**src/rtl/irqc_pkg.sv**
```systemverilog
package irqc_pkg;
   // byte offsets the register port decodes
   localparam int unsigned OFS_STATUS = 0;
   localparam int unsigned OFS_MASK   = 4;

   typedef enum logic [1:0] {
      SEL_NONE   = 2'd0,
      SEL_STATUS = 2'd1,
      SEL_MASK   = 2'd2
   } irqc_sel_e;

   function automatic irqc_sel_e irqc_decode(input logic [31:0] ofs);
      if (ofs == 32'(OFS_STATUS))    return SEL_STATUS;
      else if (ofs == 32'(OFS_MASK)) return SEL_MASK;
      else                           return SEL_NONE;
   endfunction
endpackage

```
**src/rtl/irqc_edge.sv**
```systemverilog
module irqc_edge #(
   parameter int NSRC = 16
) (
   input  logic            clk,
   input  logic            rst_n,
   input  logic [NSRC-1:0] req,
   output logic [NSRC-1:0] req_prev,
   output logic [NSRC-1:0] rise
);
   // one detector cell per source
   for (genvar g = 0; g < NSRC; g++) begin : g_cell
      logic prev_q;
      always_ff @(posedge clk) begin
         if (!rst_n) prev_q <= 1'b0;
         else        prev_q <= req[g];
      end
      assign req_prev[g] = prev_q;
      assign rise[g]     = req[g] & ~prev_q;
   end
endmodule

```
**src/rtl/irqc_regs.sv**
```systemverilog
module irqc_regs
   import irqc_pkg::*;
#(
   parameter int NSRC   = 16,
   parameter int BUS_W  = 32,
   parameter int ADDR_W = 3
) (
   input  logic              clk,
   input  logic              rst_n,
   input  logic [ADDR_W-1:0] addr,
   input  logic              wr,
   input  logic [NSRC-1:0]   wdata,
   input  logic [NSRC-1:0]   rise,
   output logic [NSRC-1:0]   status,
   output logic [NSRC-1:0]   mask,
   output logic [BUS_W-1:0]  rdata
);
   localparam int PAD_W = BUS_W - NSRC;

   irqc_sel_e        sel;
   logic [NSRC-1:0]  status_d, mask_d, rd_src;

   assign sel = irqc_decode(32'(addr));

   always_comb begin
      // hardware set is ORed last so it wins over an acknowledge
      status_d = status;
      if (wr && sel == SEL_STATUS) status_d = status & wdata;
      status_d = status_d | rise;
      mask_d = mask;
      if (wr && sel == SEL_MASK) mask_d = wdata;
   end

   always_ff @(posedge clk) begin
      if (!rst_n) begin
         status <= '0;
         mask   <= '0;
      end else begin
         status <= status_d;
         mask   <= mask_d;
      end
   end

   always_comb begin
      unique case (sel)
         SEL_STATUS: rd_src = status;
         SEL_MASK:   rd_src = mask;
         default:    rd_src = '0;
      endcase
   end

   if (PAD_W > 0) begin : g_pad
      assign rdata = {{PAD_W{1'b0}}, rd_src};
   end else begin : g_nopad
      assign rdata = rd_src;
   end
endmodule

```
**src/rtl/irqc_pend.sv**
```systemverilog
module irqc_pend #(
   parameter int NSRC = 16
) (
   input  logic            clk,
   input  logic            rst_n,
   input  logic [NSRC-1:0] status,
   input  logic [NSRC-1:0] mask,
   output logic            pend
);
   logic [NSRC-1:0] live;
   assign live = status & mask;

   always_ff @(posedge clk) begin
      if (!rst_n) pend <= 1'b0;
      else        pend <= |live;
   end
endmodule

```
**src/rtl/irqc_top.sv**
```systemverilog
module irqc_top #(
   parameter int NSRC   = 16,
   parameter int BUS_W  = 32,
   parameter int ADDR_W = 3
) (
   input  logic              clk,
   input  logic              rst_n,
   input  logic [ADDR_W-1:0] bus_addr,
   input  logic              bus_wr,
   input  logic [BUS_W-1:0]  bus_wdata,
   output logic [BUS_W-1:0]  rd_data,
   input  logic [NSRC-1:0]   irq_req,
   output logic              cpu_irq
);
   // elaboration-time parameter checks
   if (NSRC < 1 || NSRC > BUS_W) begin : g_bad_nsrc
      $error("irqc_top: NSRC must lie in 1..BUS_W");
   end
   if (ADDR_W < 3) begin : g_bad_addr
      $error("irqc_top: ADDR_W must reach offset 0x4");
   end

   logic [NSRC-1:0] status_w, mask_w, prev_w, rise_w;

   if (NSRC < BUS_W) begin : g_unused
      logic unused_hi;
      assign unused_hi = ^bus_wdata[BUS_W-1:NSRC];
   end

   irqc_edge #(.NSRC(NSRC)) u_edge (
      .clk(clk), .rst_n(rst_n), .req(irq_req),
      .req_prev(prev_w), .rise(rise_w)
   );

   irqc_regs #(.NSRC(NSRC), .BUS_W(BUS_W), .ADDR_W(ADDR_W)) u_regs (
      .clk(clk), .rst_n(rst_n), .addr(bus_addr), .wr(bus_wr),
      .wdata(bus_wdata[NSRC-1:0]), .rise(rise_w),
      .status(status_w), .mask(mask_w), .rdata(rd_data)
   );

   irqc_pend #(.NSRC(NSRC)) u_pend (
      .clk(clk), .rst_n(rst_n), .status(status_w), .mask(mask_w),
      .pend(cpu_irq)
   );
endmodule

```
**config.mk**
```make
export PLATFORM = sky130hd
export DESIGN_NAME = irqc_top
export DESIGN_NICKNAME = d
export VERILOG_FILES = /design/src/rtl/irqc_pkg.sv /design/src/rtl/irqc_edge.sv /design/src/rtl/irqc_regs.sv /design/src/rtl/irqc_pend.sv /design/src/rtl/irqc_top.sv
export SDC_FILE = /design/constraint.sdc
export NUM_CORES = 1
export LEC_CHECK = 0
export BUFFER_PORTS_ARGS = -buffer_cell sky130_fd_sc_hd__buf_2
export CORE_MARGIN = 8
export CORE_UTILIZATION = 51
export CTS_CLUSTER_SIZE = 30
export DETAILED_ROUTE_END_ITERATION = 12
export GPL_TIMING_DRIVEN = 0
export MAX_ROUTING_LAYER = met4
export PLACE_DENSITY = 0.84
export RECOVER_POWER = 100
export SLEW_MARGIN = 10
export SYNTH_ARGS = -nofsm -noshare
export SYNTH_HDL_FRONTEND = slang
export SYNTH_SLANG_ARGS = --single-unit
```
**constraint.sdc**
```tcl
create_clock -name clk -period 3.05 [get_ports clk]
set_input_delay 0.1525 -clock clk [delete_from_list [all_inputs] [get_ports clk]]
set_output_delay 0.1525 -clock clk [all_outputs]
set_load 0.005 [all_outputs]
```
==> summary.md <==
| Metric | Value |
|---|---|
| Routed WL | `4938 um` |
| Post_cts resized | `0` |
| Worst vdd ir | `0.0003405 V` |
| Area growth from synthesis to layout | `20.98%` |
| Ports | `87` |
| Largest net degree at the start of global routing | `16` |
| Wire length per cell | `14.23 um` |
| Design area | `0.002504 mm^2` |
| Pre-CTS setup slack | `1.408 ns` |
| Vias per cell | `4.965` |
| Die Ht | `79.70 um` |
| Routed Antenna Nets | `0` |
| Synthesized instance count | `221` |
| Hold Buf Count CTS | `0` |
| Clock share of power | `0.316` |
| RSZ-0062 raised after global routing | `false` |
| Share of layout cells above drive strength 1 | `0.2222` |
| Setup-failing EPs final | `0` |
| Vias | `1,723` |
| Synth Warn # | `0` |
| Worst endpoint required time | `2.90 ns` |
| Final Max Slew Viols | `0` |
| DIE WIDTH | `79.70 um` |
| Post-Synthesis Cell Area | `0.002069 mm^2` |
| CP max FO | `10` |
| P_leak | `1.054 nW` |
| Worst Path Arrival | `1.93 ns` |
| PwrDens | `477.6 mW/mm^2` |
| CTS tree | `yes` |
| Critical path class | `in -> out` |
| Total Routing Usage GR | `0.1638` |
| Setup TNS | `0 ns` |
| Worst rel slew slack | `0.2757` |
| Initial Util | `0.5249` |
| Sw Pwr | `0.2946 mW` |
| Setup Fix Bufs, Post-CTS | `0` |
| WHS | `0.05319 ns` |
| Int Pwr | `0.9012 mW` |
| First-pass GRT wire length | `7852 um` |
| Tcrit/Tclk final | `0.6830` |
| Worst skew pair latency | `0.31 ns` |
| Routability cong. | `0.8355` |
| H-Tree Depth | `2` |
| Synth cell types | `21` |
| Max cap viols | `0` |
| Initial antenna violation count | `0` |
| Avg Synthesized Cell Area | `9.364 um^2` |
| Worst Hold Class | `in -> reg` |
| Startpoint Class | `primary input` |
| Seq/Total Area, Yosys | `0.4740` |
| Area after DPL | `0.002454 mm^2` |
| Combinational share of power | `0.107` |
| Number of fill cells | `360` |
| Clk pin slew, worst setup/hold paths | `0.09 ns` |
| # port buffers | `53` |
| DRT Pass-1 Iters | `4` |
| Total CTS buffers | `5` |
| Fin crit period | `2.083 ns` |
| Sequential Power Share | `0.578` |
| FMAX | `0.4801 GHz` |
| Status | `finished clean` |
| Vias in the first global route | `1,754` |
| HPWL after DPL | `3739 um` |
| Drc violations | `0` |
| Num rows | `23` |
| Hold violation count in the final report | `0` |
| Final core occ | `0.6350` |
| Total global routing overflow | `0` |
| CORE AREA | `0.003943 mm^2` |
| Longest Clk Path Bufs | `2` |
| Sw frac | `0.2464` |
| Die area | `0.006352 mm^2` |
| Clock sinks | `49` |
| #FFs+latches synth | `49` |
| Final WS setup | `0.9669 ns` |
| DR iter-0 viols | `173` |
| Diode count | `0` |
| Slew @ Worst Pin | `1.084 ns` |
| Clk_skew | `0.006407 ns` |
| Root buf cell | `clkbuf_8` |
| Final #Nets | `350` |
| Crit end category | `output pin` |
## stage by stage
| stage | instances | total power [mW] |
|---|---|---|
| 4_1_cts | 347 | 1.209 |
| 2_1_floorplan | 236 | 0.7818 |
| 6_report | 347 | 1.196 |
| 3_5_place_dp | 339 | 0.8380 |
| 5_1_grt | 347 | 1.258 |
| 3_3_place_gp | 339 | 0.8336 |
## power by group through the flow
stage	registers [mW]	clock network, mW	logic, mW
floorplan	0.700	0	0.0822
global route	0.694	0.419	0.144
detailed placement	0.705	0	0.133
CTS	0.690	0.386	0.133
finish	0.691	0.378	0.127
global placement	0.704	0	0.130
## cell families after synthesis
family	count (synthesis)	synth area share
other	1	0.001812
AND/OR/NAND/NOR	71	0.1814
buffers and inverters	27	0.08524
flip-flops	49	0.4740
AO/OA/AOI/OAI	73	0.2576
## cells in the final DEF (no fill, tap or decap), drive strengths merged, types with 4 or more instances in the layout
| cell type | synthesis | routed |
|---|---|---|
| a21boi | 32 | 32 |
| a22o | 18 | 18 |
| a22oi | 4 | 4 |
| and2 | 17 | 17 |
| buf | 21 | 58 |
| clkbuf | 6 | 28 |
| conb | 1 | 16 |
| dfxtp | 49 | 49 |
| nand2 | 34 | 34 |
| nand2b | 16 | 16 |
| o21ai | 16 | 16 |
## final cells by class
class | instances | area (um^2) | area share
Buffer | 27 | 173.9 | 0.06947
Clock buffer | 6 | 72.57 | 0.02899
Clock inverter | 2 | 15.01 | 0.005997
Multi-Input combinational cell | 160 | 949.7 | 0.3793
Sequential cell | 49 | 980.9 | 0.3918
Tap cell | 50 | 62.56 | 0.02499
Timing Repair Buffer | 53 | 249.0 | 0.09945
## registers in the layout, summed over array words and instances, names as in the netlist
signal,count
u_edge.g_cell.prev_q,16
u_regs.mask,16
u_regs.status,16
u_pend.pend,1
## final timing paths
kind	start	endpoint	slack, ns	cells past startpoint
setup / recovery	bus_addr[0]	rd_data[9]	0.97	5
hold / removal	irq_req[3]	u_edge.g_cell[3].prev_q	0.05	2
setup reg to reg	u_regs.status[6]	u_pend.pend	1.80	4
hold reg to reg	u_regs.mask[14]	u_regs.mask[14]	0.48	2
## routing by layer
layer | up-vias | share of wire | global-route usage | wire length [um]
met5 | - | 0 | - | 0
met4 | 0 | 0.017 | 0.08704 | 82
met3 | 6 | 0.092 | 0.05968 | 455
met2 | 60 | 0.46 | 0.2567 | 2293
met1 | 782 | 0.43 | 0.1770 | 2106
li1 | 875 | - | - | -
## critical path, stage by stage
cell and delay [ns]:
buf_2 0.10, nor3b_1 0.86, clkbuf_1 0.46, a22o_1 0.23
clkbuf_1 0.12
## cell usage after synthesis
library cell / n / area share
a21boi_0: 12 / 0.044
a21boi_1: 20 / 0.073
a221oi_1: 2 / 0.0085
a22o_1: 18 / 0.076
a22oi_1: 4 / 0.015
and2_1: 17 / 0.051
buf_2: 3 / 0.0073
buf_4: 17 / 0.062
buf_6: 1 / 0.0054
clkbuf_1: 6 / 0.011
conb_1: 1 / 0.0018
dfxtp_1: 49 / 0.47
nand2_1: 33 / 0.060
nand2_2: 1 / 0.0030
nand2b_1: 16 / 0.048
nand3_1: 2 / 0.0048
nor3_2: 1 / 0.0048
nor3b_4: 1 / 0.0091
o21a_1: 1 / 0.0036
o21ai_0: 15 / 0.036
o21ai_1: 1 / 0.0024
Note: power is estimated with default switching activity, not from simulation.
